### config.mk
export PLATFORM = sky130hd
export DESIGN_NAME = pwm_ms_chan
export DESIGN_NICKNAME = d
export VERILOG_FILES = /design/src/rtl/pwm_ms_pkg.sv /design/src/rtl/pwm_ms_regs.sv /design/src/rtl/pwm_ms_core.sv /design/src/rtl/pwm_ms_outstage.sv /design/src/rtl/pwm_ms_chan.sv
export SDC_FILE = /design/constraint.sdc
export NUM_CORES = 1
export LEC_CHECK = 0
export BUFFER_PORTS_ARGS = -buffer_cell sky130_fd_sc_hd__buf_2
export CORE_MARGIN = 2
export CORE_UTILIZATION = 44
export DETAILED_ROUTE_END_ITERATION = 12
export PLACE_DENSITY_LB_ADDON = 0.25
export SETUP_SLACK_MARGIN = 0.2
export SYNTH_ARGS = -nofsm -noshare
export SYNTH_HDL_FRONTEND = slang
export SYNTH_SLANG_ARGS = --single-unit
### constraint.sdc
create_clock -name clk -period 3.4 [get_ports clk]
set_clock_uncertainty 0.05 [all_clocks]
set_input_delay 0.34 -clock clk [delete_from_list [all_inputs] [get_ports clk]]
set_output_delay 0.34 -clock clk [all_outputs]
set_load 0.05 [all_outputs]
### src/rtl/pwm_ms_pkg.sv
package pwm_ms_pkg;
   localparam int OFF_CTRL = 0;
   localparam int OFF_STAT = 1;
   localparam int OFF_PER  = 4;
   localparam int OFF_HIGH = 5;

   localparam int CTRL_EN_BIT   = 0;
   localparam int CTRL_MODE_BIT = 7;

   localparam int NUM_FLAGS = 4;
   localparam int FLG_WRAP  = 0;
   localparam int FLG_LIVE  = 1;
   localparam int FLG_ZPER  = 2;
   localparam int FLG_SAT   = 3;

   typedef struct packed {
      logic mode;
      logic en;
   } ctrl_t;
endpackage

### src/rtl/pwm_ms_regs.sv
module pwm_ms_regs
   import pwm_ms_pkg::*;
#(
   parameter int ADDR_W = 3,
   parameter int DATA_W = 32,
   parameter int CNT_W  = 16
) (
   input  logic                 clk,
   input  logic                 rst_n,
   input  logic                 wr_en,
   input  logic                 rd_en,
   input  logic [ADDR_W-1:0]    addr,
   input  logic [DATA_W-1:0]    wdata,
   input  logic [NUM_FLAGS-1:0] core_evt,
   output logic [DATA_W-1:0]    rdata,
   output ctrl_t                ctrl,
   output logic [CNT_W-1:0]     per_q,
   output logic [CNT_W-1:0]     high_q
);
   localparam logic [ADDR_W-1:0] A_CTRL = ADDR_W'(OFF_CTRL);
   localparam logic [ADDR_W-1:0] A_STAT = ADDR_W'(OFF_STAT);
   localparam logic [ADDR_W-1:0] A_PER  = ADDR_W'(OFF_PER);
   localparam logic [ADDR_W-1:0] A_HIGH = ADDR_W'(OFF_HIGH);

   logic hit_ctrl, hit_stat, hit_per, hit_high;
   logic [NUM_FLAGS-1:0] stat_q;
   logic [NUM_FLAGS-1:0] flag_set;
   logic                 live_write;

   assign hit_ctrl = (addr == A_CTRL);
   assign hit_stat = (addr == A_STAT);
   assign hit_per  = (addr == A_PER);
   assign hit_high = (addr == A_HIGH);

   assign live_write = wr_en && ctrl.en && (hit_per || hit_high);

   always_comb begin
      flag_set           = core_evt;
      flag_set[FLG_LIVE] = core_evt[FLG_LIVE] | live_write;
   end

   always_ff @(posedge clk) begin
      if (!rst_n) begin
         ctrl   <= '0;
         per_q  <= '0;
         high_q <= '0;
      end else if (wr_en) begin
         if (hit_ctrl) begin
            ctrl.en   <= wdata[CTRL_EN_BIT];
            ctrl.mode <= wdata[CTRL_MODE_BIT];
         end
         if (hit_per)  per_q  <= wdata[CNT_W-1:0];
         if (hit_high) high_q <= wdata[CNT_W-1:0];
      end
   end

   for (genvar i = 0; i < NUM_FLAGS; i++) begin : g_flag
      logic q;
      always_ff @(posedge clk) begin
         if (!rst_n)                           q <= 1'b0;
         else if (flag_set[i])                 q <= 1'b1;
         else if (wr_en && hit_stat && wdata[i]) q <= 1'b0;
      end
      assign stat_q[i] = q;
   end

   always_comb begin
      rdata = '0;
      if (rd_en) begin
         if (hit_ctrl) begin
            rdata[CTRL_EN_BIT]   = ctrl.en;
            rdata[CTRL_MODE_BIT] = ctrl.mode;
         end
         if (hit_stat) rdata[NUM_FLAGS-1:0] = stat_q;
         if (hit_per)  rdata = DATA_W'(per_q);
         if (hit_high) rdata = DATA_W'(high_q);
      end
   end

   logic unused_wdata;
   assign unused_wdata = ^wdata;
endmodule

### src/rtl/pwm_ms_core.sv
module pwm_ms_core
   import pwm_ms_pkg::*;
#(
   parameter int CNT_W = 16
) (
   input  logic                 clk,
   input  logic                 rst_n,
   input  logic                 tick,
   input  logic                 en,
   input  logic [CNT_W-1:0]     per_cfg,
   input  logic [CNT_W-1:0]     high_cfg,
   output logic [CNT_W-1:0]     cnt_o,
   output logic [CNT_W-1:0]     act_per_o,
   output logic                 raw_out,
   output logic [NUM_FLAGS-1:0] evt
);
   logic [CNT_W-1:0] cnt_q, act_per_q, act_high_q;
   logic [CNT_W-1:0] last_val;
   logic             at_last, wrap;

   assign last_val = (act_per_q == '0) ? '0 : act_per_q - CNT_W'(1);
   assign at_last  = (cnt_q >= last_val);
   assign wrap     = en && tick && at_last;

   always_ff @(posedge clk) begin
      if (!rst_n) begin
         cnt_q      <= '0;
         act_per_q  <= '0;
         act_high_q <= '0;
      end else if (!en) begin
         cnt_q      <= '0;
         act_per_q  <= per_cfg;
         act_high_q <= high_cfg;
      end else if (tick) begin
         if (at_last) begin
            cnt_q      <= '0;
            act_per_q  <= per_cfg;
            act_high_q <= high_cfg;
         end else begin
            cnt_q <= cnt_q + CNT_W'(1);
         end
      end
   end

   always_comb begin
      evt           = '0;
      evt[FLG_WRAP] = wrap;
      evt[FLG_ZPER] = wrap && (per_cfg == '0);
      evt[FLG_SAT]  = wrap && (per_cfg != '0) && (high_cfg >= per_cfg);
   end

   assign raw_out   = en && (cnt_q < act_high_q);
   assign cnt_o     = cnt_q;
   assign act_per_o = act_per_q;
endmodule

### src/rtl/pwm_ms_outstage.sv
module pwm_ms_outstage #(
   parameter bit REG_OUT = 1'b0
) (
   input  logic clk,
   input  logic rst_n,
   input  logic d,
   output logic q
);
   if (REG_OUT) begin : g_flop
      logic q_r;
      always_ff @(posedge clk) begin
         if (!rst_n) q_r <= 1'b0;
         else        q_r <= d;
      end
      assign q = q_r;
   end else begin : g_wire
      logic unused_clk;
      assign unused_clk = clk ^ rst_n;
      assign q = d;
   end
endmodule

### src/rtl/pwm_ms_chan.sv
module pwm_ms_chan
   import pwm_ms_pkg::*;
#(
   parameter int ADDR_W  = 3,
   parameter int DATA_W  = 32,
   parameter int CNT_W   = 16,
   parameter bit REG_OUT = 1'b0
) (
   input  logic              clk,
   input  logic              rst_n,
   input  logic              tick,
   input  logic              wr_en,
   input  logic              rd_en,
   input  logic [ADDR_W-1:0] addr,
   input  logic [DATA_W-1:0] wdata,
   output logic [DATA_W-1:0] rdata,
   output logic              pwm_out
);
   if (ADDR_W < 3) begin : g_bad_addr
      $error("pwm_ms_chan: ADDR_W must be at least 3");
   end
   if (CNT_W > DATA_W) begin : g_bad_cnt
      $error("pwm_ms_chan: CNT_W must not exceed DATA_W");
   end
   if (DATA_W < 8) begin : g_bad_data
      $error("pwm_ms_chan: DATA_W must be at least 8");
   end

   ctrl_t                ctrl;
   logic                 ctrl_en;
   logic [CNT_W-1:0]     per_q, high_q;
   logic [CNT_W-1:0]     cnt_q, act_per_q;
   logic                 raw_out;
   logic [NUM_FLAGS-1:0] core_evt;

   assign ctrl_en = ctrl.en;

   pwm_ms_regs #(
      .ADDR_W(ADDR_W),
      .DATA_W(DATA_W),
      .CNT_W (CNT_W)
   ) u_regs (
      .clk     (clk),
      .rst_n   (rst_n),
      .wr_en   (wr_en),
      .rd_en   (rd_en),
      .addr    (addr),
      .wdata   (wdata),
      .core_evt(core_evt),
      .rdata   (rdata),
      .ctrl    (ctrl),
      .per_q   (per_q),
      .high_q  (high_q)
   );

   pwm_ms_core #(
      .CNT_W(CNT_W)
   ) u_core (
      .clk      (clk),
      .rst_n    (rst_n),
      .tick     (tick),
      .en       (ctrl_en),
      .per_cfg  (per_q),
      .high_cfg (high_q),
      .cnt_o    (cnt_q),
      .act_per_o(act_per_q),
      .raw_out  (raw_out),
      .evt      (core_evt)
   );

   pwm_ms_outstage #(
      .REG_OUT(REG_OUT)
   ) u_out (
      .clk  (clk),
      .rst_n(rst_n),
      .d    (raw_out),
      .q    (pwm_out)
   );

   logic unused_mode;
   assign unused_mode = ctrl.mode;
endmodule

==> results of run 1 <==
per-layer routing:
metal	vias up	wire length, um	track usage, %
li1	2394	-	-
met5	-	0	0
met1	2324	6414	28.16
met4	0	280	6.423
met2	102	7431	35.90
met3	25	440	3.176
stage by stage:
step	worst slack [ns]	std cells
global route	-0.1044	883
global placement	-0.09824	845
finish	0.04017	883
CTS	0.1429	871
detailed placement	-0.2616	845
floorplan	0.2096	681
layout by cell type, fill, tap and decap left out, types with 5 or more instances in the layout:
cell type                     n
sky130_fd_sc_hd__a21oi_1     13
sky130_fd_sc_hd__o21ai_2     30
sky130_fd_sc_hd__ha_4         5
sky130_fd_sc_hd__nand2b_1     5
sky130_fd_sc_hd__nand3_2     12
sky130_fd_sc_hd__buf_4       32
sky130_fd_sc_hd__nand3_4     17
sky130_fd_sc_hd__buf_2       40
sky130_fd_sc_hd__a21boi_0    33
sky130_fd_sc_hd__mux2i_1     13
sky130_fd_sc_hd__ha_1        44
sky130_fd_sc_hd__buf_6        5
sky130_fd_sc_hd__inv_1       39
sky130_fd_sc_hd__xor2_1      17
sky130_fd_sc_hd__nor2_1      48
sky130_fd_sc_hd__nand4_1     12
sky130_fd_sc_hd__nor3_1       5
sky130_fd_sc_hd__nand2_1    129
sky130_fd_sc_hd__xnor2_1     11
sky130_fd_sc_hd__dfxtp_1     84
sky130_fd_sc_hd__o21ai_0     10
sky130_fd_sc_hd__nor2b_1      7
sky130_fd_sc_hd__clkbuf_16   13
sky130_fd_sc_hd__conb_1      16
sky130_fd_sc_hd__nand3_1     10
flip-flops by register name, summed over array words and instances (netlist names):
signal and flops:
u_core.cnt_o 16, u_regs.high_q 16, u_regs.per_q 16, u_core.act_high_q 16, u_regs.ctrl 2, u_regs.g_flag.q 4
u_core.act_per_o 16
cell families (layout without fill, tap and decap cells):
| group | count (synthesis) | after routing | share of synthesized area, % |
|---|---|---|---|
| compound gates | 121 | 121 | 17.02 |
| fa+ha+maj | 50 | 50 | 11.64 |
| other cells | 1 | 16 | 0.06980 |
| buf+inv | 86 | 141 | 8.081 |
| xor+xnor | 28 | 28 | 4.564 |
| mux | 17 | 17 | 3.470 |
| simple gates | 277 | 277 | 23.10 |
| flops | 86 | 86 | 32.04 |
power groups by stage:
stage,clock network [mW],registers [mW],logic (mW)
final,1.03,1.04,0.492
after CTS,1.04,1.04,0.405
after global routing,1.08,1.04,0.533
after floorplan,0,1.05,0.283
after detailed placement,0,1.06,0.349
after global placement,0,1.06,0.339
worst reg2reg max path, cell delays in order (launching register included):
cell	delay (ns)
sky130_fd_sc_hd__dfxtp_2	0.33
sky130_fd_sc_hd__nor4_4	0.29
sky130_fd_sc_hd__buf_4	0.17
sky130_fd_sc_hd__buf_4	0.10
sky130_fd_sc_hd__nand2_1	0.07
sky130_fd_sc_hd__nor2_1	0.18
sky130_fd_sc_hd__xor2_1	0.17
sky130_fd_sc_hd__nand2_1	0.08
sky130_fd_sc_hd__ha_1	0.30
sky130_fd_sc_hd__nand2_1	0.07
sky130_fd_sc_hd__or2_1	0.24
sky130_fd_sc_hd__o32a_1	0.40
sky130_fd_sc_hd__a41oi_4	0.25
sky130_fd_sc_hd__buf_12	0.19
sky130_fd_sc_hd__clkbuf_16	0.20
sky130_fd_sc_hd__nand3_2	0.10
sky130_fd_sc_hd__o21ai_2	0.08
final cells by class:
type                            instances  area, um2
Clock buffer                           12      256.5
Clock inverter                          4      52.55
Fill cell                            1000       5125
Inverter                               39      146.4
Multi-Input combinational cell        509       3769
Sequential cell                        86       1724
Tap cell                              147      183.9
Timing Repair Buffer                   86      704.4
worst min-delay path by stage:
stage / to / cells after the start / slack, ns / from
finish: u_regs.per_q[15] / 3 / 0.21 / wdata[15]
global route: u_regs.per_q[12] / 3 / 0.21 / wdata[12]
CTS: u_regs.per_q[15] / 3 / 0.21 / wdata[15]
detailed placement: u_core.act_high_q[12] / 2 / 0.40 / u_core.act_high_q[12]
global placement: u_core.act_high_q[11] / 2 / 0.39 / u_core.act_high_q[11]
floorplan: u_core.act_high_q[11] / 2 / 0.38 / u_core.act_high_q[11]
repair_timing:
| action | in CTS | in global routing |
|---|---|---|
| cloned | 1 | 6 |
| setup endpoints to repair | 49 | 50 |
| pin swaps | 14 | 18 |
| setup buffers | 9 | 6 |
| gates resized for setup | 24 | 66 |
==> impl_results.html, run 1 <==
<table>
<tr><th>Metric</th><th>Value</th></tr>
<tr><th colspan="2">Detailed routing</th></tr>
<tr><td>Count of routing violations after the opening detailed-route iteration</td><td>274</td></tr>
<tr><td>Per-cell routed wire length</td><td>16.50 um</td></tr>
<tr><td>Vias per cell</td><td>5.487</td></tr>
<tr><td>Total Wirelength</td><td>14,570 um</td></tr>
<tr><td>Initial DRT Pass Iterations</td><td>4</td></tr>
<tr><td>Count of antenna-violating nets left after detailed routing</td><td>0</td></tr>
<tr><td>Count of unresolved DRC violations after routing</td><td>0</td></tr>
<tr><td>Vias</td><td>4,845</td></tr>
<tr><th colspan="2">Worst hold path</th></tr>
<tr><td>HP Class</td><td>in2reg</td></tr>
<tr><th colspan="2">Worst setup path</th></tr>
<tr><td>Critical Path Fanout Max</td><td>8</td></tr>
<tr><td>Combined buffer and inverter count along the critical path</td><td>4</td></tr>
<tr><td>Critical path launch point type</td><td>register</td></tr>
<tr><td>Setup slack of the worst register-to-register path</td><td>0.04 ns</td></tr>
<tr><td>Largest incremental delay on the critical path</td><td>0.40 ns</td></tr>
<tr><td>Cell family with the largest share of critical-path delay</td><td>simple AND/OR/NAND/NOR gates</td></tr>
<tr><td>Crit path capture type</td><td>register</td></tr>
<tr><td>Type of the setup path with the least slack</td><td>reg2reg</td></tr>
<tr><td>WP data required</td><td>3.62 ns</td></tr>
<tr><td>Critical Path Slowest Stage Cell</td><td>sky130_fd_sc_hd__o32a_1</td></tr>
<tr><td>Worst path arrival time</td><td>3.58 ns</td></tr>
<tr><td>Number of cell instances on the worst register-to-register path</td><td>16</td></tr>
<tr><td>Reg-to-reg critical path endpoint</td><td>u_core.act_per_o[4]</td></tr>
<tr><td>Launching element of the worst setup path</td><td>u_core.act_per_o[4]</td></tr>
<tr><td>Critical path endpoint</td><td>u_core.act_per_o[4]</td></tr>
<tr><td>Critical path, cell by cell</td><td>nor4_4, buf_4, buf_4, nand2_1, nor2_1, xor2_1, nand2_1, ha_1, nand2_1, or2_1, o32a_1, a41oi_4, buf_12, clkbuf_16, nand3_2, o21ai_2</td></tr>
<tr><td>Most common cell type on the critical path</td><td>sky130_fd_sc_hd__nand2_1</td></tr>
<tr><td>Worst reg2reg startpoint</td><td>u_core.act_per_o[4]</td></tr>
<tr><td>Instance count on the critical path</td><td>16</td></tr>
<tr><th colspan="2">Global routing</th></tr>
<tr><td>Number of antenna violations at the first check in global routing</td><td>0</td></tr>
<tr><td>First-pass GRT wire length</td><td>22,220 um</td></tr>
<tr><td>Number of global-route vias before repair</td><td>4,527</td></tr>
<tr><td>Global routing usage summed across all routing layers</td><td>21.30%</td></tr>
<tr><td>Grt ovf</td><td>0</td></tr>
<tr><td>Largest net degree at the start of global routing</td><td>39</td></tr>
<tr><th colspan="2">STA</th></tr>
<tr><td>Least-Margin Pin Slew</td><td>0.7282 ns</td></tr>
<tr><td>Fin. max-slew vios</td><td>0</td></tr>
<tr><td>Final hold vios</td><td>0</td></tr>
<tr><td>Portion of the clock cycle consumed by the worst path in the final layout</td><td>98.82%</td></tr>
<tr><td>RSZ-0062 raised after global routing</td><td>true</td></tr>
<tr><td>Worst slew margin relative to its limit</td><td>51.31%</td></tr>
<tr><td>Post-route worst hold slack</td><td>0.2057 ns</td></tr>
<tr><td>Setup tns final</td><td>0 ns</td></tr>
<tr><td>Final critical delay including setup and external delays</td><td>3.360 ns</td></tr>
<tr><td>Final count of negative-setup-slack endpoints</td><td>0</td></tr>
<tr><td>Max Clock Freq</td><td>0.2976 GHz</td></tr>
<tr><th colspan="2">Clock network</th></tr>
<tr><td>Buffer type at the clock tree root</td><td>sky130_fd_sc_hd__clkbuf_16</td></tr>
<tr><td>Number of hold-repair buffers added at the cts stage</td><td>0</td></tr>
<tr><td>Htree depth</td><td>3</td></tr>
<tr><td>Clock transition at the registers of the reported paths</td><td>0.06 ns</td></tr>
<tr><td>CTS tree</td><td>built</td></tr>
<tr><td>Clock network latency to the later pin of the worst-skew pair</td><td>0.34 ns</td></tr>
<tr><td>Inserted Clock Buffers</td><td>9</td></tr>
<tr><td>Clock buffer depth</td><td>2</td></tr>
<tr><td>Sink count of the clock tree</td><td>86</td></tr>
<tr><th colspan="2">Placed design</th></tr>
<tr><td>Final GP Congestion</td><td>0.8391</td></tr>
<tr><td>Number of port buffers</td><td>40</td></tr>
<tr><td>Placed Instance Area</td><td>5736 um2</td></tr>
<tr><td>Detailed placer's ending HPWL</td><td>9375 um</td></tr>
<tr><th colspan="2">Synthesis</th></tr>
<tr><td>Number of distinct library cell variants in the gate-level netlist after synthesis</td><td>58</td></tr>
<tr><td>Async set or reset register ratio after synthesis</td><td>0%</td></tr>
<tr><td>Cell area after technology mapping</td><td>5373 um2</td></tr>
<tr><td>FF+latch count, synth</td><td>86</td></tr>
<tr><td>Gate count after technology mapping</td><td>666</td></tr>
<tr><td>Dominant cell type by area after synthesis</td><td>sky130_fd_sc_hd__dfxtp_1</td></tr>
<tr><td>Sequential share of the synthesized area</td><td>32.04%</td></tr>
<tr><td>Ranking of synthesized cells by area</td><td>sky130_fd_sc_hd__dfxtp_1 (32%), sky130_fd_sc_hd__ha_1 (12%), sky130_fd_sc_hd__nand2_1 (9.1%)</td></tr>
<tr><td>Warnings from Yosys</td><td>0</td></tr>
<tr><td>Commonest cells post-synth</td><td>sky130_fd_sc_hd__nand2_1 (130), sky130_fd_sc_hd__dfxtp_1 (86), sky130_fd_sc_hd__ha_1 (50), sky130_fd_sc_hd__nor2_1 (50)</td></tr>
<tr><td>Synth top area share</td><td>32.04%</td></tr>
<tr><td>Most common cell in the synthesized netlist</td><td>sky130_fd_sc_hd__nand2_1</td></tr>
<tr><td>Post-synth EDFFs</td><td>0</td></tr>
<tr><td>Main flop type after synthesis</td><td>sky130_fd_sc_hd__dfxtp_1</td></tr>
<tr><td>Synth Area per Inst</td><td>8.067 um2</td></tr>
<tr><th colspan="2">Floorplanning</th></tr>
<tr><td>Site row count</td><td>40</td></tr>
<tr><td>Total die area</td><td>13,110 um2</td></tr>
<tr><td>Die height</td><td>114.5 um</td></tr>
<tr><td>Starting utilization of the core area</td><td>44.92%</td></tr>
<tr><td>Horizontal die dimension</td><td>114.5 um</td></tr>
<tr><td>I/O pin count</td><td>73</td></tr>
<tr><td>Core Box Area</td><td>11,960 um2</td></tr>
<tr><th colspan="2">Power</th></tr>
<tr><td>IR drop worst, VDD</td><td>0.2867 mV</td></tr>
<tr><td>Power density relative to cell area</td><td>374.8 nW/um2</td></tr>
<tr><td>Reg power frac</td><td>40.6%</td></tr>
<tr><td>Portion of total power attributed to the clock network</td><td>40.2%</td></tr>
<tr><td>Overall power after layout</td><td>2.562 mW</td></tr>
<tr><td>Relative contribution of combinational cells to total power</td><td>19.2%</td></tr>
<tr><td>Power Internal</td><td>1.847 mW</td></tr>
<tr><td>Sw Pwr</td><td>715.2 uW</td></tr>
<tr><td>Switching share of power</td><td>27.91%</td></tr>
<tr><td>P_leak</td><td>2.608 nW</td></tr>
<tr><th colspan="2">Layout</th></tr>
<tr><td>Share of post-route cells with drive strength above 1</td><td>26.63%</td></tr>
<tr><td>Layout-stage area growth over the synthesis result</td><td>27.25%</td></tr>
<tr><td>Non-Filler Cell Area, Final</td><td>6837 um2</td></tr>
<tr><td># nets final</td><td>821</td></tr>
<tr><td>Final Core Density</td><td>57.15%</td></tr>
<tr><td>Ant diodes</td><td>0</td></tr>
<tr><th colspan="2">Outcome</th></tr>
<tr><td>Outcome</td><td>complete, no violations</td></tr>
<tr><th colspan="2">Flow run</th></tr>
<tr><td>Max-cap violations</td><td>0</td></tr>
</table>
Power figures use the tool's default switching activity.
==> run 2: changes to the inputs <==
SETUP_SLACK_MARGIN = 0.3   (was 0.2)
clock period = 2.9 ns   (was 3.4 ns; I/O delays follow)
==> run 2 against run 1 <==
The run now ends with negative setup slack left. Wire length decreased by 0.93%. Final area up 0.93%. Cell count increased by 1.1%. Sequential share of layout area about the same. Critical path depth decreased by 1.
==> impl_results.html, run 2 (synthesized netlist as in run 1, its figures left out) <==
<table>
<tr><th>Metric</th><th>Value</th></tr>
<tr><th colspan="2">Outcome</th></tr>
<tr><td>Outcome</td><td>complete, but fails checks</td></tr>
<tr><td>Violated checks</td><td>negative setup slack</td></tr>
<tr><th colspan="2">Floorplanning</th></tr>
<tr><td>Horizontal die dimension</td><td>114.5 um (unchanged)</td></tr>
<tr><td>Total die area</td><td>13,110 um2 (unchanged)</td></tr>
<tr><td>I/O pin count</td><td>73 (unchanged)</td></tr>
<tr><td>Starting utilization of the core area</td><td>44.92% (unchanged)</td></tr>
<tr><td>Core Box Area</td><td>11,960 um2 (unchanged)</td></tr>
<tr><td>Site row count</td><td>40 (unchanged)</td></tr>
<tr><td>Die height</td><td>114.5 um (unchanged)</td></tr>
<tr><th colspan="2">STA</th></tr>
<tr><td>Portion of the clock cycle consumed by the worst path in the final layout</td><td>114.1% (+15 points)</td></tr>
<tr><td>Max Clock Freq</td><td>0.3021 GHz (+1.5%)</td></tr>
<tr><td>Final critical delay including setup and external delays</td><td>3.310 ns (-0.04954 ns)</td></tr>
<tr><td>Setup tns final</td><td>-16.42 ns (-16.42 ns)</td></tr>
<tr><td>Final hold vios</td><td>0 (unchanged)</td></tr>
<tr><td>Least setup slack across all paths after layout</td><td>-0.4103 ns (-0.4505 ns)</td></tr>
<tr><td>RSZ-0062 raised after global routing</td><td>true</td></tr>
<tr><td>Least-Margin Pin Slew</td><td>0.7314 ns (+0.003121 ns)</td></tr>
<tr><td>Worst slew margin relative to its limit</td><td>51.11% (-0.21 points)</td></tr>
<tr><td>Fin. max-slew vios</td><td>0 (unchanged)</td></tr>
<tr><td>Final count of negative-setup-slack endpoints</td><td>51 (+51)</td></tr>
<tr><th colspan="2">Global routing</th></tr>
<tr><td>First-pass GRT wire length</td><td>23,280 um (+4.8%)</td></tr>
<tr><td>Largest net degree at the start of global routing</td><td>50 (+28%)</td></tr>
<tr><td>Met2 GRT Util</td><td>37.16% (+1.3 points)</td></tr>
<tr><td>Number of antenna violations at the first check in global routing</td><td>0 (unchanged)</td></tr>
<tr><td>Global routing usage summed across all routing layers</td><td>22.51% (+1.2 points)</td></tr>
<tr><td>Number of global-route vias before repair</td><td>4,640 (+2.5%)</td></tr>
<tr><td>Met1 track utilization from global routing</td><td>29.83% (+1.7 points)</td></tr>
<tr><td>Grt ovf</td><td>0 (unchanged)</td></tr>
<tr><td>Most utilized layer in the global route result</td><td>met2</td></tr>
<tr><td>Met3 Resource Use GR</td><td>3.388% (+0.21 points)</td></tr>
<tr><th colspan="2">Layout</th></tr>
<tr><td># fillers</td><td>1,061 (+6.1%)</td></tr>
<tr><td>Layout Cells excl Fill</td><td>893 (+1.1%)</td></tr>
<tr><td>Final Core Density</td><td>57.69% (+0.53 points)</td></tr>
<tr><td>Most frequent cells in the layout</td><td>sky130_fd_sc_hd__nand2_1 (125), sky130_fd_sc_hd__dfxtp_1 (75), sky130_fd_sc_hd__ha_1 (43), sky130_fd_sc_hd__buf_4 (43), sky130_fd_sc_hd__buf_2 (39)</td></tr>
<tr><td>Register Area</td><td>1740 um2 (+0.94%)</td></tr>
<tr><td>Area occupied by multi-input gates</td><td>3715 um2 (-1.4%)</td></tr>
<tr><td># nets final</td><td>832 (+1.3%)</td></tr>
<tr><td>Share of post-route cells with drive strength above 1</td><td>31.10% (+4.5 points)</td></tr>
<tr><td>Most common cell after layout, fill and taps aside</td><td>sky130_fd_sc_hd__nand2_1</td></tr>
<tr><td>Non-Filler Cell Area, Final</td><td>6900 um2 (+0.93%)</td></tr>
<tr><td>Layout-stage area growth over the synthesis result</td><td>28.44%</td></tr>
<tr><td>Ant diodes</td><td>0 (unchanged)</td></tr>
<tr><th colspan="2">Flow run</th></tr>
<tr><td>Max-cap violations</td><td>0 (unchanged)</td></tr>
<tr><th colspan="2">Placed design</th></tr>
<tr><td>Final GP Congestion</td><td>0.8374 (-0.20%)</td></tr>
<tr><td>Detailed placer's ending HPWL</td><td>10,030 um (+6.9%)</td></tr>
<tr><td>Placed Cells</td><td>861 (+1.9%)</td></tr>
<tr><td>Placed Instance Area</td><td>5986 um2 (+4.4%)</td></tr>
<tr><td>Number of port buffers</td><td>40 (unchanged)</td></tr>
<tr><th colspan="2">Clock network</th></tr>
<tr><td>Inserted Clock Buffers</td><td>9 (unchanged)</td></tr>
<tr><td>Clock buffer depth</td><td>2 (unchanged)</td></tr>
<tr><td>Htree depth</td><td>3 (unchanged)</td></tr>
<tr><td>Buffer type at the clock tree root</td><td>sky130_fd_sc_hd__clkbuf_16</td></tr>
<tr><td>Sink count of the clock tree</td><td>86 (unchanged)</td></tr>
<tr><td>Clock transition at the registers of the reported paths</td><td>0.06 ns (about the same)</td></tr>
<tr><td>CTS tree</td><td>built</td></tr>
<tr><td>Number of hold-repair buffers added at the cts stage</td><td>0 (unchanged)</td></tr>
<tr><td>Clock network latency to the later pin of the worst-skew pair</td><td>0.35 ns (about the same)</td></tr>
<tr><th colspan="2">Detailed routing</th></tr>
<tr><td>Vias</td><td>4,828 (-0.35%)</td></tr>
<tr><td>Per-cell routed wire length</td><td>16.16 um (-2.0%)</td></tr>
<tr><td>Total Wirelength</td><td>14,430 um (-0.93%)</td></tr>
<tr><td>Vias per cell</td><td>5.406 (-1.5%)</td></tr>
<tr><td>Count of unresolved DRC violations after routing</td><td>0 (unchanged)</td></tr>
<tr><td>Initial DRT Pass Iterations</td><td>4 (unchanged)</td></tr>
<tr><td>Count of antenna-violating nets left after detailed routing</td><td>0 (unchanged)</td></tr>
<tr><td>Count of routing violations after the opening detailed-route iteration</td><td>200 (-27%)</td></tr>
<tr><th colspan="2">Worst setup path</th></tr>
<tr><td>Number of cell instances on the worst register-to-register path</td><td>15 (-1)</td></tr>
<tr><td>Worst path arrival time</td><td>3.54 ns (-0.04 ns)</td></tr>
<tr><td>Critical path launch point type</td><td>register</td></tr>
<tr><td>Type of the setup path with the least slack</td><td>reg2reg</td></tr>
<tr><td>WP data required</td><td>3.13 ns (-0.49 ns)</td></tr>
<tr><td>Crit path capture type</td><td>register</td></tr>
<tr><td>Critical Path Fanout Max</td><td>5 (-3)</td></tr>
<tr><th colspan="2">Power</th></tr>
<tr><td>IR drop worst, VDD</td><td>0.3177 mV (+11%)</td></tr>
<tr><td>Overall power after layout</td><td>2.970 mW (+16%)</td></tr>
<tr><td>Power density relative to cell area</td><td>430.4 nW/um2 (+15%)</td></tr>
<tr><td>P_leak</td><td>2.660 nW (+2.0%)</td></tr>
<tr><th colspan="2">Worst hold path</th></tr>
<tr><td>Instance count along the most critical hold path</td><td>3 (unchanged)</td></tr>
<tr><td>HP Class</td><td>in2reg</td></tr>
</table>
==> run 2: stage by stage <==
step	worst slack [ns]	hold WS (ns)
after detailed placement	-0.4782	0.4019
after global placement	-0.2717	0.3985
final	-0.4103	0.1507
after global routing	-0.5634	0.1611
after floorplan	-0.2271	0.3788
after CTS	-0.3338	0.1425
==> run 2: cell type report <==
cell class | instances | share of cell area [%]
clock buffers | 10 | 3.463
clock inverters | 5 | 0.8522
inverters | 39 | 2.121
multi-input cells | 509 | 53.83
flip-flops and latches | 86 | 25.22
well taps | 147 | 2.665
repair buffers | 97 | 11.84
==> run 2: final timing paths <==
| kind | startpoint | end | slack, ns |
|---|---|---|---|
| hold reg to reg | u_core.act_high_q[2] | u_core.act_high_q[2] | 0.41 |
| hold / removal | wdata[4] | u_regs.high_q[4] | 0.15 |
| setup reg to reg | u_core.act_per_o[5] | u_core.act_high_q[15] | -0.41 |
| setup / recovery | u_core.act_per_o[5] | u_core.act_high_q[15] | -0.41 |
==> run 2: what timing repair did <==
action                     in CTS  in global routing
resized for setup              45                 42
setup endpoints to repair      52                 52
gates cloned                    4                  3
buffers inserted                7                  3
pin swaps                      18                 19
==> run 2: where the power goes <==
| group | internal [mW] | switching (mW) | total, mW |
|---|---|---|---|
| logic | 0.261 | 0.326 | 0.587 |
| clock network | 0.687 | 0.480 | 1.17 |
| registers | 1.20 | 0.0206 | 1.22 |
==> run 2: worst max-delay path: stages, from the launching register on <==
cell and delay (ns):
sky130_fd_sc_hd__dfxtp_2 0.33, sky130_fd_sc_hd__nor4_4 0.34, sky130_fd_sc_hd__buf_4 0.20, sky130_fd_sc_hd__nand2_4 0.06, sky130_fd_sc_hd__nor3_4 0.18, sky130_fd_sc_hd__xor2_1 0.23
sky130_fd_sc_hd__nand2_1 0.09, sky130_fd_sc_hd__ha_1 0.29, sky130_fd_sc_hd__nand4_1 0.09, sky130_fd_sc_hd__or2_1 0.26, sky130_fd_sc_hd__o32a_1 0.35, sky130_fd_sc_hd__a41oi_4 0.24
sky130_fd_sc_hd__buf_6 0.19, sky130_fd_sc_hd__clkbuf_16 0.16, sky130_fd_sc_hd__nand3_2 0.09, sky130_fd_sc_hd__o21ai_2 0.08
==> run 2: layer usage <==
metal,share of wire [%],up-vias
met5,0,-
met4,1.4,0
met3,3.1,15
met2,49,77
met1,47,2329
li1,-,2407
==> run 3: changes to the inputs <==
CORE_UTILIZATION = 53   (was 44)
==> run 3 against run 2 <==
The run still ends with negative setup slack left. Global-route usage rose by 4.2 points. Worst hold slack lost 0.022 ns. Wire length about the same. Largest cell class unchanged. Highest routed layer unchanged.
==> impl_results.html, run 3 (synthesized netlist as in run 1, its figures left out) <==
<table>
<tr><th>Metric</th><th>Value</th></tr>
<tr><th colspan="2">Outcome</th></tr>
<tr><td>Outcome</td><td>complete, but fails checks</td></tr>
<tr><td>Violated checks</td><td>negative setup slack</td></tr>
<tr><th colspan="2">Detailed routing</th></tr>
<tr><td>Vias</td><td>4,914 (+1.8%)</td></tr>
<tr><td>Vias per cell</td><td>5.571 (+3.1%)</td></tr>
<tr><td>Per-cell routed wire length</td><td>16.37 um (+1.3%)</td></tr>
<tr><td>Count of routing violations after the opening detailed-route iteration</td><td>267 (+34%)</td></tr>
<tr><td>Count of unresolved DRC violations after routing</td><td>0 (unchanged)</td></tr>
<tr><td>Initial DRT Pass Iterations</td><td>5 (+1)</td></tr>
<tr><td>Total Wirelength</td><td>14,440 um (about the same)</td></tr>
<tr><td>Count of antenna-violating nets left after detailed routing</td><td>0 (unchanged)</td></tr>
<tr><th colspan="2">Worst setup path</th></tr>
<tr><td>Critical path, cell by cell</td><td>or4_4, or3_4, and2_4, ha_4, nand2b_4, a2111oi_4, o32a_1, a41oi_4, buf_12, buf_4, clkbuf_16, o21ai_2</td></tr>
<tr><td>Setup slack of the worst register-to-register path</td><td>-0.36 ns (+0.05 ns)</td></tr>
<tr><td>Crit path capture type</td><td>register</td></tr>
<tr><td>Type of the setup path with the least slack</td><td>reg2reg</td></tr>
<tr><td>Worst path arrival time</td><td>3.51 ns (-0.03 ns)</td></tr>
<tr><td>Critical Path Slowest Stage Cell</td><td>sky130_fd_sc_hd__or4_4</td></tr>
<tr><td>Number of cell instances on the worst register-to-register path</td><td>12 (-3)</td></tr>
<tr><td>Reg-to-reg critical path endpoint</td><td>u_core.act_high_q[3]</td></tr>
<tr><td>Worst reg2reg startpoint</td><td>u_core.act_per_o[13]</td></tr>
<tr><td>Cell family with the largest share of critical-path delay</td><td>simple AND/OR/NAND/NOR gates</td></tr>
<tr><td>Largest incremental delay on the critical path</td><td>0.53 ns (+0.18 ns)</td></tr>
<tr><td>Combined buffer and inverter count along the critical path</td><td>3 (unchanged)</td></tr>
<tr><td>WP data required</td><td>3.15 ns (+0.02 ns)</td></tr>
<tr><td>Critical Path Fanout Max</td><td>7 (+2)</td></tr>
<tr><td>Critical path launch point type</td><td>register</td></tr>
<tr><th colspan="2">STA</th></tr>
<tr><td>Final critical delay including setup and external delays</td><td>3.259 ns (-0.05152 ns)</td></tr>
<tr><td>Worst slew margin relative to its limit</td><td>51.35% (+0.24 points)</td></tr>
<tr><td>Max Clock Freq</td><td>0.3069 GHz (+1.6%)</td></tr>
<tr><td>Post-route worst hold slack</td><td>0.1291 ns (-0.02159 ns)</td></tr>
<tr><td>Final count of negative-setup-slack endpoints</td><td>51 (unchanged)</td></tr>
<tr><td>Least-Margin Pin Slew</td><td>0.7277 ns (-0.003660 ns)</td></tr>
<tr><td>Least setup slack across all paths after layout</td><td>-0.3588 ns (+0.05152 ns)</td></tr>
<tr><td>Fin. max-slew vios</td><td>0 (unchanged)</td></tr>
<tr><td>Setup tns final</td><td>-15.53 ns (+0.8899 ns)</td></tr>
<tr><td>Portion of the clock cycle consumed by the worst path in the final layout</td><td>112.4% (-1.8 points)</td></tr>
<tr><td>RSZ-0062 raised after global routing</td><td>true</td></tr>
<tr><td>Final hold vios</td><td>0 (unchanged)</td></tr>
<tr><th colspan="2">Floorplanning</th></tr>
<tr><td>Total die area</td><td>10,960 um2 (-16%)</td></tr>
<tr><td>I/O pin count</td><td>73 (unchanged)</td></tr>
<tr><td>Starting utilization of the core area</td><td>54.71% (+9.8 points)</td></tr>
<tr><td>Site row count</td><td>36 (-10%)</td></tr>
<tr><td>Horizontal die dimension</td><td>104.7 um (-8.6%)</td></tr>
<tr><td>Core Box Area</td><td>9819 um2 (-18%)</td></tr>
<tr><td>Die height</td><td>104.7 um (-8.6%)</td></tr>
<tr><th colspan="2">Global routing</th></tr>
<tr><td>First-pass GRT wire length</td><td>23,850 um (+2.4%)</td></tr>
<tr><td>Number of antenna violations at the first check in global routing</td><td>0 (unchanged)</td></tr>
<tr><td>Met3 Resource Use GR</td><td>3.369% (-0.019 points)</td></tr>
<tr><td>Global routing usage summed across all routing layers</td><td>26.69% (+4.2 points)</td></tr>
<tr><td>Met1 track utilization from global routing</td><td>32.91% (+3.1 points)</td></tr>
<tr><td>Grt ovf</td><td>0 (unchanged)</td></tr>
<tr><td>Largest net degree at the start of global routing</td><td>63 (+26%)</td></tr>
<tr><td>Number of global-route vias before repair</td><td>5,029 (+8.4%)</td></tr>
<tr><td>Most utilized layer in the global route result</td><td>met2</td></tr>
<tr><td>Met2 GRT Util</td><td>46.87% (+9.7 points)</td></tr>
<tr><th colspan="2">Layout</th></tr>
<tr><td>Layout-stage area growth over the synthesis result</td><td>25.52%</td></tr>
<tr><td>Most common cell after layout, fill and taps aside</td><td>sky130_fd_sc_hd__nand2_1</td></tr>
<tr><td># fillers</td><td>787 (-26%)</td></tr>
<tr><td>Area occupied by multi-input gates</td><td>3641 um2 (-2.0%)</td></tr>
<tr><td># nets final</td><td>834 (+0.24%)</td></tr>
<tr><td>Register Area</td><td>1748 um2 (+0.43%)</td></tr>
<tr><td>Most frequent cells in the layout</td><td>sky130_fd_sc_hd__nand2_1 (126), sky130_fd_sc_hd__dfxtp_1 (73), sky130_fd_sc_hd__nor2_1 (49)</td></tr>
<tr><td>Ant diodes</td><td>0 (unchanged)</td></tr>
<tr><td>Layout Cells excl Fill</td><td>882 (-1.2%)</td></tr>
<tr><td>Share of post-route cells with drive strength above 1</td><td>28.57% (-2.5 points)</td></tr>
<tr><th colspan="2">Clock network</th></tr>
<tr><td>Htree depth</td><td>3 (unchanged)</td></tr>
<tr><td>CTS tree</td><td>built</td></tr>
<tr><td>Buffer type at the clock tree root</td><td>sky130_fd_sc_hd__clkbuf_8</td></tr>
<tr><td>Number of hold-repair buffers added at the cts stage</td><td>0 (unchanged)</td></tr>
<tr><td>Clock buffer depth</td><td>2 (unchanged)</td></tr>
<tr><td>Inserted Clock Buffers</td><td>9 (unchanged)</td></tr>
<tr><td>Clock network latency to the later pin of the worst-skew pair</td><td>0.36 ns (about the same)</td></tr>
<tr><td>Clock transition at the registers of the reported paths</td><td>0.09 ns (+0.03 ns)</td></tr>
<tr><td>Sink count of the clock tree</td><td>86 (unchanged)</td></tr>
<tr><th colspan="2">Placed design</th></tr>
<tr><td>Detailed placer's ending HPWL</td><td>9751 um (-2.7%)</td></tr>
<tr><td>Placed Cells</td><td>856 (-0.58%)</td></tr>
<tr><td>Final GP Congestion</td><td>0.8745 (+4.4%)</td></tr>
<tr><td>Number of port buffers</td><td>40 (unchanged)</td></tr>
<tr><th colspan="2">Power</th></tr>
<tr><td>IR drop worst, VDD</td><td>0.4163 mV (+31%)</td></tr>
<tr><td>Power density relative to cell area</td><td>422.8 nW/um2 (-1.8%)</td></tr>
<tr><td>P_leak</td><td>2.636 nW (-0.88%)</td></tr>
<tr><th colspan="2">Worst hold path</th></tr>
<tr><td>Hold endpoint</td><td>u_regs.per_q[8]</td></tr>
<tr><td>Worst Min Path Start</td><td>wdata[8]</td></tr>
<tr><td>Instance count along the most critical hold path</td><td>3 (unchanged)</td></tr>
<tr><td>HP Class</td><td>in2reg</td></tr>
<tr><th colspan="2">Flow run</th></tr>
<tr><td>Max-cap violations</td><td>0 (unchanged)</td></tr>
</table>
-- run 3: metal layers --
layer	wire (um)	part of all wire (%)
met3	598	4.1
met4	435	3.0
met1	6212	43
met5	0	0
met2	7192	50
-- run 3: repair_timing --
action / CTS / global route
gates cloned: 2 / 1
buffers inserted: 6 / 1
pin swaps: 11 / 11
endpoints found under the setup margin: 52 / 52
endpoints found under the hold margin: 0 / 0
resized for setup: 48 / 23
-- run 3: through the flow --
step / util (%) / worst slack, ns / area [um2] / power (mW)
floorplan: - / -0.2271 / 5583 / 1.593
global placement: 61.60 / -0.2717 / 6048 / 1.700
detailed placement: 61.60 / -0.3553 / 6048 / 1.716
CTS: 67.34 / -0.2777 / 6613 / 2.803
global route: 68.68 / -0.4602 / 6744 / 2.953
finish: 68.68 / -0.3588 / 6744 / 2.852
-- run 3: worst max path at each step --
stage / startpoint / end / slack (ns) / cells after the start
floorplan: u_core.act_per_o[13] / u_core.act_per_o[10] / -0.23 / 13
global placement: u_core.act_per_o[13] / u_core.act_per_o[8] / -0.27 / 12
detailed placement: u_core.act_per_o[5] / u_core.act_per_o[9] / -0.36 / 14
CTS: u_core.act_per_o[6] / u_core.act_high_q[5] / -0.28 / 14
global route: u_core.act_per_o[9] / u_core.act_per_o[6] / -0.46 / 17
finish: u_core.act_per_o[13] / u_core.act_high_q[3] / -0.36 / 12
-- run 3: tightest hold or removal path: cells and delay by family --
kind,cells,cell delay (ns)
and+or+nand+nor,1,0.04
AOI/OAI and AO/OA,1,0.06
buffers and inverters,1,0.10
-- run 3: final cells by class --
cell class / instances / share of cell area, %
Inverter: 39 / 2.171
Clock buffer: 10 / 2.041
Sequential cell: 86 / 25.92
Clock inverter: 6 / 1.614
Timing Repair Buffer: 99 / 11.80
Multi-Input combinational cell: 509 / 53.99
Tap cell: 133 / 2.468
-- run 3: power by group --
group	switching, mW	internal (mW)
logic	0.326	0.266
clock network	0.453	0.595
registers	0.0197	1.19
total	0.799	2.05
